--- src/rtl/sipo_pkg.sv ---
package sipo_pkg;

    // Operating mode of the output holding stage
    typedef enum logic [1:0] {
        HOLD_CLEAR  = 2'd0,
        HOLD_FOLLOW = 2'd1,
        HOLD_KEEP   = 2'd2
    } hold_mode_e;

    // Lane positions inside the synchronizer bundle
    localparam int unsigned LANE_SCLK   = 0;
    localparam int unsigned LANE_SDATA  = 1;
    localparam int unsigned LANE_STROBE = 2;
    localparam int unsigned LANE_CLEARN = 3;
    localparam int unsigned LANE_COUNT  = 4;

endpackage

--- src/rtl/sipo_pin_sync.sv ---
module sipo_pin_sync #(
    parameter int unsigned LANES  = 4,
    parameter int unsigned STAGES = 2
) (
    input  logic             clk,
    input  logic             rst_n,
    input  logic [LANES-1:0] din,
    output logic [LANES-1:0] dout
);
    typedef struct packed {
        logic [STAGES-1:0][LANES-1:0] stg;
    } sync_t;

    sync_t sync_d, sync_q;

    // Each stage takes the one before it; stage 0 takes the raw pins.
    generate
        for (genvar i = 0; i < STAGES; i++) begin : g_stage
            if (i == 0) begin : g_first
                always_comb sync_d.stg[i] = din;
            end else begin : g_next
                always_comb sync_d.stg[i] = sync_q.stg[i-1];
            end
        end
    endgenerate

    always_ff @(posedge clk or negedge rst_n) begin
        if (!rst_n) begin
            sync_q <= '0;
        end else begin
            sync_q <= sync_d;
        end
    end

    assign dout = sync_q.stg[STAGES-1];
endmodule

--- src/rtl/sipo_shift_core.sv ---
module sipo_shift_core #(
    parameter int unsigned WIDTH = 8
) (
    input  logic             clk,
    input  logic             rst_n,
    input  logic             sclk_s,
    input  logic             data_s,
    output logic [WIDTH-1:0] shreg,
    output logic             rise
);
    typedef struct packed {
        logic [WIDTH-1:0] sr;
        logic             sclk_prev;
    } core_t;

    core_t core_d, core_q;
    logic  rise_d;

    always_comb begin
        core_d           = core_q;
        rise_d           = sclk_s & ~core_q.sclk_prev;
        core_d.sclk_prev = sclk_s;
        if (rise_d) begin
            core_d.sr = {core_q.sr[WIDTH-2:0], data_s};
        end
    end

    always_ff @(posedge clk or negedge rst_n) begin
        if (!rst_n) begin
            core_q <= '0;
        end else begin
            core_q <= core_d;
        end
    end

    assign shreg = core_q.sr;
    assign rise  = rise_d;
endmodule

--- src/rtl/sipo_hold_stage.sv ---
module sipo_hold_stage
    import sipo_pkg::*;
#(
    parameter int unsigned WIDTH = 8
) (
    input  logic             clk,
    input  logic             rst_n,
    input  logic [WIDTH-1:0] shreg,
    input  logic             strobe_s,
    input  logic             clear_s,
    output logic [WIDTH-1:0] par_out
);
    typedef struct packed {
        logic [WIDTH-1:0] word;
    } hold_t;

    hold_t      hold_d, hold_q;
    hold_mode_e mode;

    always_comb begin
        // Clear wins over the strobe.
        if (!clear_s) begin
            mode = HOLD_CLEAR;
        end else if (!strobe_s) begin
            mode = HOLD_FOLLOW;
        end else begin
            mode = HOLD_KEEP;
        end

        hold_d = hold_q;
        unique case (mode)
            HOLD_CLEAR:  hold_d.word = '0;
            HOLD_FOLLOW: hold_d.word = shreg;
            default:     hold_d.word = hold_q.word;
        endcase
    end

    always_ff @(posedge clk or negedge rst_n) begin
        if (!rst_n) begin
            hold_q <= '0;
        end else begin
            hold_q <= hold_d;
        end
    end

    assign par_out = hold_q.word;
endmodule

--- src/rtl/sipo_latch_driver.sv ---
module sipo_latch_driver
    import sipo_pkg::*;
#(
    parameter int unsigned WIDTH       = 8,
    parameter int unsigned SYNC_STAGES = 2
) (
    input  logic             clk,
    input  logic             rst_n,
    input  logic             sclk_pin,
    input  logic             sdata_pin,
    input  logic             strobe_pin,
    input  logic             clear_n_pin,
    output logic [WIDTH-1:0] par_out,
    output logic             ser_out
);
    logic [LANE_COUNT-1:0] pins_raw;
    logic [LANE_COUNT-1:0] pins_s;
    logic                  sclk_s;
    logic                  data_s;
    logic                  strobe_s;
    logic                  clear_s;
    logic [WIDTH-1:0]      shreg;
    logic                  rise;

    always_comb begin
        pins_raw              = '0;
        pins_raw[LANE_SCLK]   = sclk_pin;
        pins_raw[LANE_SDATA]  = sdata_pin;
        pins_raw[LANE_STROBE] = strobe_pin;
        pins_raw[LANE_CLEARN] = clear_n_pin;
    end

    sipo_pin_sync #(
        .LANES  (LANE_COUNT),
        .STAGES (SYNC_STAGES)
    ) u_sync (
        .clk   (clk),
        .rst_n (rst_n),
        .din   (pins_raw),
        .dout  (pins_s)
    );

    assign sclk_s   = pins_s[LANE_SCLK];
    assign data_s   = pins_s[LANE_SDATA];
    assign strobe_s = pins_s[LANE_STROBE];
    assign clear_s  = pins_s[LANE_CLEARN];

    sipo_shift_core #(
        .WIDTH (WIDTH)
    ) u_core (
        .clk    (clk),
        .rst_n  (rst_n),
        .sclk_s (sclk_s),
        .data_s (data_s),
        .shreg  (shreg),
        .rise   (rise)
    );

    sipo_hold_stage #(
        .WIDTH (WIDTH)
    ) u_hold (
        .clk      (clk),
        .rst_n    (rst_n),
        .shreg    (shreg),
        .strobe_s (strobe_s),
        .clear_s  (clear_s),
        .par_out  (par_out)
    );

    assign ser_out = shreg[WIDTH-1];
endmodule

--- config.mk ---
export PLATFORM = sky130hd
export DESIGN_NAME = sipo_latch_driver
export DESIGN_NICKNAME = d
export VERILOG_FILES = /design/src/rtl/sipo_pkg.sv /design/src/rtl/sipo_pin_sync.sv /design/src/rtl/sipo_shift_core.sv /design/src/rtl/sipo_hold_stage.sv /design/src/rtl/sipo_latch_driver.sv
export SDC_FILE = /design/constraint.sdc
export NUM_CORES = 1
export LEC_CHECK = 0
export BUFFER_PORTS_ARGS = -buffer_cell sky130_fd_sc_hd__buf_4
export CORE_UTILIZATION = 52
export CTS_CLUSTER_DIAMETER = 120
export CTS_CLUSTER_SIZE = 40
export DETAILED_ROUTE_END_ITERATION = 8
export PLACE_DENSITY = 0.82
export REMOVE_ABC_BUFFERS = 1
export SYNTH_ARGS = -nofsm -noshare
export SYNTH_HDL_FRONTEND = slang
export SYNTH_SLANG_ARGS = --single-unit
--- constraint.sdc ---
create_clock -name clk -period 1.6 [get_ports clk]
set_clock_uncertainty 0.15 [all_clocks]
set_input_delay 0.32 -clock clk [delete_from_list [all_inputs] [get_ports clk]]
set_output_delay 0.32 -clock clk [all_outputs]
set_load 0.03 [all_outputs]
Word-level counts from Yosys, hierarchy flattened --
Index checks and enable logic that the tools add are counted.
Operators by class: add/sub/neg operators 0, multiply operators 0, div/mod/pow operators 0, magnitude comparators 0, eq/ne operators 1, shift operators 0, muxes and demuxes 3, bitwise operators 2, reductions and logical operators 2
Operators with widths (number):
- 8-bit one-hot mux with 2 select lines | 1
- 2-bit 2-to-1 mux | 2
- 2-bit by 1-bit == test with 1-bit output, second input constant | 1
- 2-bit zero test | 1
- 2-bit nonzero test | 1
- 1-bit bitwise AND | 1
- 1-bit NOT | 1
Storage, ports and cells: bits in registers 25, latch bits 0, RAM bits 0, bits in read-only memories 0, input bits 6, output and inout bits 9, word-level logic and storage cells 13, memories 0

Longest topological paths before layout --
Gate-level depths: netlist of the first run.
depth in word-level cells 4, depth in mapped cells 3, gate-level depth less buffers 2

Hierarchy --
From an unflattened synthesis of the first run, not the netlist that was laid out.
Unflattened totals: cell total of the unflattened synthesis 60, area total of the unflattened synthesis 980.9 µm²
By module, submodules not included:
- sipo_shift_core | instances 1, cells each 27, area an instance 439.2 µm², seq. area each 225.2 µm²
- sipo_hold_stage | instances 1, cells each 25, area an instance 341.6 µm², seq. area each 200.2 µm²
- sipo_pin_sync | instances 1, cells each 8, area an instance 200.2 µm², seq. area each 200.2 µm²

Worst setup path after synthesis of the first run --
No wires, ideal clock.
path type flip-flop to flip-flop, start point register u_core.core_q[0] in the netlist's numbering, end point register u_core.core_q (netlist bit u_core.shreg[0]), library setup time 0.125 ns, arrival 0.914 ns, required time 1.325 ns, setup slack 0.411 ns, cell stages (with the launch flop) 4, buffers on the path 1, period minus slack after synthesis 1.189 ns, path through dfrtp_1 nor2b_4 buf_6 mux2_4
On the way: word-level cells in the longest chain between the ends 2
Ends and longest elaborated chain:
- start, declared | RTL line sipo_shift_core.sv:16 | core_t core_d, core_q;
- start signal, assigned | RTL line sipo_shift_core.sv:32 | core_q <= core_d;
- 1-bit NOT | RTL line sipo_shift_core.sv:21 | rise_d = sclk_s & ~core_q.sclk_prev;
- 1-bit bitwise AND | RTL line sipo_shift_core.sv:21
No other way between the ends. A chain may end at the register's enable or synchronous reset.

Worst setup path after layout of the first run --
start point register u_core.core_q (netlist bit u_core.shreg[7]), end point output ser_out
RTL lines:
- end, declared | RTL line sipo_latch_driver.sv:14 | output logic ser_out
No word-level cell between the ends.

==> flow_metrics.tcl, run 1 <==
set metrics [dict create \
    startpoint_type "flop" \
    setup_viol 0 \
    synth_flop_cell "dfrtp_1" \
    synth_common_cells "25 x dfrtp_1, 8 x mux2_4, 8 x mux2i_1, 8 x nor2b_1" \
    slew_headroom_pct 71.03 \
    synth_async_sr_flop_share_pct 100.0 \
    crit_arrival_ns 0.89 \
    area_growth_pct 20.52 \
    critical_path.max_fanout 3 \
    path_delay_family "flip-flops" \
    num_io_pins 15 \
    overflow 0 \
    finalNonFillerCells 89 \
    drtPass1Iterations 6 \
    max_stage_delay_ns 0.42 \
    clock-root-buffer "clkbuf_4" \
    yosysMostFrequentCell "dfrtp_1" \
    tritoncts "done" \
    cp_cell_sequence "buf_4" \
    critPathKind "reg -> out" \
    min_path_type "reg -> reg" \
    fin_area_um2 1095 \
    clkSlewWorstSetupHoldPaths_ns 0.14 \
    netlist_top_cells_area "dfrtp_1 69%, mux2_4 13%, mux2i_1 8.8%" \
    drtIter0Drc 3 \
    cts_buffers 3 \
    htreeDepth 1 \
    hold_violations 0 \
    end_kind "output pin" \
    yosysWarnings 0 \
    grt_max_degree 26 \
    dr_total_vias 459 \
    vias_per_cell 5.157 \
    grtUsageTotal_pct 17.41 \
    fin_nets 80 \
    ant_nets 0 \
    clk_latency_ns 0.31 \
    synth_cell_types 7 \
    ir_worst_vdd_v 0.0007670 \
    grt_antenna_before_repair 0 \
    placed_area_um2 1015 \
    cap_violations 0 \
    drt-total-wl_um 1306 \
    fin_crit_ns 1.362 \
    grt_pass1_wl_um 2325 \
    setup-tns-final_ns 0 \
    fin_crit_sh_pct 85.13 \
    critPathSlowestCell "dfrtp_1" \
    critPathRequiredTime_ns 1.13 \
    violations "DRC" \
    power.density_nw_per_um2 1387 \
    wl_per_cell_um 14.67 \
    synth_edf_count 0 \
    max_freq_mhz 734.2 \
    yosysTopAreaCell "dfrtp_1" \
    port-buffer-count 14 \
    coreArea_um2 1577 \
    cts_buffer_depth 2 \
    synth_seq_area_share_pct 68.87 \
    dieArea_um2 1918 \
    syn_area_per_cell_um2 17.47 \
    dp_cells 80 \
    outcome "finished with violations" \
    fp.dieW_um 43.80 \
    grt_pass1_vias 522 \
    initial_core_util_pct 57.62 \
    tightest_slew_ns 0.4345 \
    worst_hold_slack_ns 0.2151 \
    row_count 14 \
    slew_violations 0 \
    synth.top_cell.area_share_pct 68.87 \
    drive_above_1_share_pct 36.99 \
    worst-path-buf-inv 1 \
    diodes 0 \
    finalWeightedCongestion 0.6793 \
    fin_util_pct 69.44 \
    die_h_um 43.80 \
    leakagePower_uw 0.0005410 \
    synth_area_um2 908.4 \
    synthCells 52 \
    yosys_register_bits 25 \
    rsz0062_at_grt "false" \
    cts_sinks 25 \
    drc 1 \
    post_cts_buffers 0 \
]
-- report_power, final --
part	internal [uW]	total, uW	switching, uW
Sequential	754	855	101
Combinational	216	388	172
Clock	95.2	275	180
Total	1070	1520	453
-- layout by cell type, fill, tap and decap left out, drive strengths merged --
master and instances:
mux2i 8, clkinvlp 1, dlygate4sd3 5, nor2b 9, dfrtp 25, mux2 8
buf 14, clkbuf 3
-- timing repair --
| action | 4_1_cts | 5_1_grt |
|---|---|---|
| hold endpoints to repair | 29 | 0 |
| hold buffers | 5 | 0 |
| resized for setup | 0 | 0 |
-- layout make-up --
cell class,count,area [um^2]
Timing Repair Buffer,19,155.1
Sequential cell,25,625.6
Multi-Input combinational cell,25,264.0
Clock buffer,3,22.52
Tap cell,16,20.02
Fill cell,126,481.7
Clock inverter,1,7.507
-- path summary, 6_finish.rpt --
path / cells after the start / to / slack [ns] / from
min in group asynchronous: 2 / u_core.shreg[4]$_DFFE_PN0P_ / 0.27 / rst_n
min reg2reg: 0 / u_sync.dout[1]$_DFF_PN0_ / 0.22 / u_sync.sync_d[5]$_DFF_PN0_
max reg2reg: 2 / u_core.shreg[1]$_DFFE_PN0P_ / 0.27 / u_sync.dout[0]$_DFF_PN0_
min: 0 / u_sync.dout[1]$_DFF_PN0_ / 0.22 / u_sync.sync_d[5]$_DFF_PN0_
max: 1 / ser_out / 0.24 / u_core.shreg[7]$_DFFE_PN0P_
max in group asynchronous: 2 / u_core.core_q[0]$_DFF_PN0_ / 0.79 / rst_n
-- through the flow --
step,setup slack (ns),total power (uW)
2_1_floorplan,0.3652,1108
3_3_place_gp,0.3306,1230
3_5_place_dp,0.2965,1252
4_1_cts,0.2237,1535
5_1_grt,0.2063,1595
6_report,0.2379,1518
-- logic make-up after synthesis --
group | count (synthesis) | share of synthesized area, %
buf+inv | 2 | 2.066
flops | 25 | 68.87
mux | 16 | 22.04
simple gates | 9 | 7.025
-- registers in the layout, summed over array words and instances, names as in the netlist --
register        flops
u_core.core_q       1
u_core.shreg        8
u_hold.par_out      8
u_sync.dout         4
u_sync.sync_d       4
-- routing by layer --
layer	routed length (um)	part of all wire [%]	track usage, %
met1	601	46	21.43
met3	52	4.0	2.500
met2	652	50	30.45
met5	0	0	0
met4	0	0	7.500
(Power assumes the default switching activity.)
==> inputs of run 2 (changes only) <==
Settings changed: PLACE_DENSITY 0.82 to 0.73.
==> flow_metrics.tcl, run 2 (synthesis results as in run 1) <==
set metrics [dict create \
    outcome "finished with violations" \
    violations "DRC" \
    cts_sinks 25 \
    cp_cell_sequence "buf_4" \
    tightest_slew_ns 0.4476 \
    grtUsageTotal_pct 15.32 \
    regArea_um2 625.6 \
    crit_arrival_ns 0.90 \
    num_io_pins 15 \
    setup-tns-final_ns 0 \
    critPathKind "reg -> out" \
    p_int_uw 1068 \
    clkPwrFrac_pct 17.5 \
    reg2reg_slack_ns 0.31 \
    min_path_type "reg -> reg" \
    drtPass1Iterations 5 \
    fin_crit_sh_pct 85.75 \
    dieArea_um2 1918 \
    grt_pass1_wl_um 2070 \
    row_count 14 \
    fin_nets 80 \
    clock-root-buffer "clkbuf_4" \
    clkSlewWorstSetupHoldPaths_ns 0.13 \
    drt-total-wl_um 1294 \
    combPwrFrac_pct 25.7 \
    fin_crit_ns 1.372 \
    path_delay_family "flip-flops" \
    vias_per_cell 5.236 \
    coreArea_um2 1577 \
    ant_nets 0 \
    end_kind "output pin" \
    ir_worst_vdd_v 0.0009103 \
    fin_area_um2 1091 \
    finalWeightedCongestion 0.6713 \
    power.density_nw_per_um2 1387 \
    slew_violations 0 \
    cts_buffers 3 \
    swShare_pct 29.45 \
    slew_headroom_pct 70.16 \
    startpoint_type "flop" \
    wl_per_cell_um 14.54 \
    grt_max_degree 26 \
    initial_core_util_pct 57.62 \
    diodes 0 \
    cts_buffer_depth 2 \
    overflow 0 \
    multi_input_area_um2 264.0 \
    die_h_um 43.80 \
    final_common_cell "dfrtp_1" \
    dr_total_vias 466 \
    area_growth_pct 20.11 \
    worst-path-buf-inv 1 \
    total_power_uw 1514 \
    critPathSlowestCell "dfrtp_1" \
    hold_violations 0 \
    fp.dieW_um 43.80 \
    rsz0062_at_grt "false" \
    setup_viol 0 \
    drc 2 \
    grt_antenna_before_repair 0 \
    critPathRequiredTime_ns 1.13 \
    leakagePower_uw 0.0005421 \
    share_seq_of_total_power_pct 56.8 \
    dpl.hpwl_um 881.1 \
    cap_violations 0 \
    drive_above_1_share_pct 35.62 \
    tritoncts "done" \
    htreeDepth 1 \
    placed_area_um2 1015 \
    cts-resized-gates 0 \
    critical_path.max_fanout 3 \
    clk_latency_ns 0.31 \
    grt_pass1_vias 463 \
    port-buffer-count 14 \
    power_switching_uw 445.8 \
    max_stage_delay_ns 0.42 \
    max_freq_mhz 728.9 \
    layout_common_cells "25 x dfrtp_1, 14 x buf_4, 8 x mux2_4, 8 x mux2i_1, 8 x nor2b_1" \
    drtIter0Drc 2 \
    fillCellCount 115 \
]
==> run 2: cell count changes in the layout (fill, tap and decap cells not counted) <==
cell        delta
clkinvlp_4     -1
clkbuf_1       +1
==> run 2: cell type report <==
class	instances	area share (%)
clock buffer	4	2.408
multi-input combinational	25	24.20
sequential	25	57.34
tap	16	1.835
timing repair buffer	19	14.22
==> run 2: final timing paths <==
| path | from | endpoint | cells past startpoint |
|---|---|---|---|
| setup / recovery | u_core.shreg[7]$_DFFE_PN0P_ | ser_out | 1 |
| hold / removal | u_sync.sync_d[5]$_DFF_PN0_ | u_sync.dout[1]$_DFF_PN0_ | 0 |
| setup reg to reg | u_sync.dout[0]$_DFF_PN0_ | u_core.shreg[3]$_DFFE_PN0P_ | 2 |
| hold reg to reg | u_sync.sync_d[5]$_DFF_PN0_ | u_sync.dout[1]$_DFF_PN0_ | 0 |
| max in group asynchronous | rst_n | u_sync.dout[1]$_DFF_PN0_ | 2 |
| min in group asynchronous | rst_n | u_hold.par_out[7]$_DFFE_PN0P_ | 2 |
==> run 2: repair_timing <==
item,4_1_cts,5_1_grt
setup buffers,0,0
endpoints found under the hold margin,29,0
hold buffers,5,0
==> run 2: power by group through the flow <==
stage	Clock (uW)	Combinational, uW	Sequential, uW
floorplan	0	178	930
global placement	0	372	862
detailed placement	0	383	873
CTS	275	394	860
global route	293	415	874
finish	265	390	859
==> run 2: per-layer routing <==
layer,wire (um),global-route usage (%)
met1,557,17.56
met2,668,27.46
met3,68,6.250
met4,0,1.875
met5,0,0
==> run 2: metrics by stage <==
stage / instances / hold slack (ns) / worst slack, ns / util [%]
after CTS: 89 / 0.2148 / 0.2187 / 69.21
after global placement: 80 / 0.08208 / 0.3295 / 64.37
after floorplan: 50 / -0.1256 / 0.3652 / -
after global routing: 89 / 0.2310 / 0.1982 / 69.21
after detailed placement: 80 / 0.08180 / 0.3061 / 64.37
final: 89 / 0.2127 / 0.2280 / 69.21
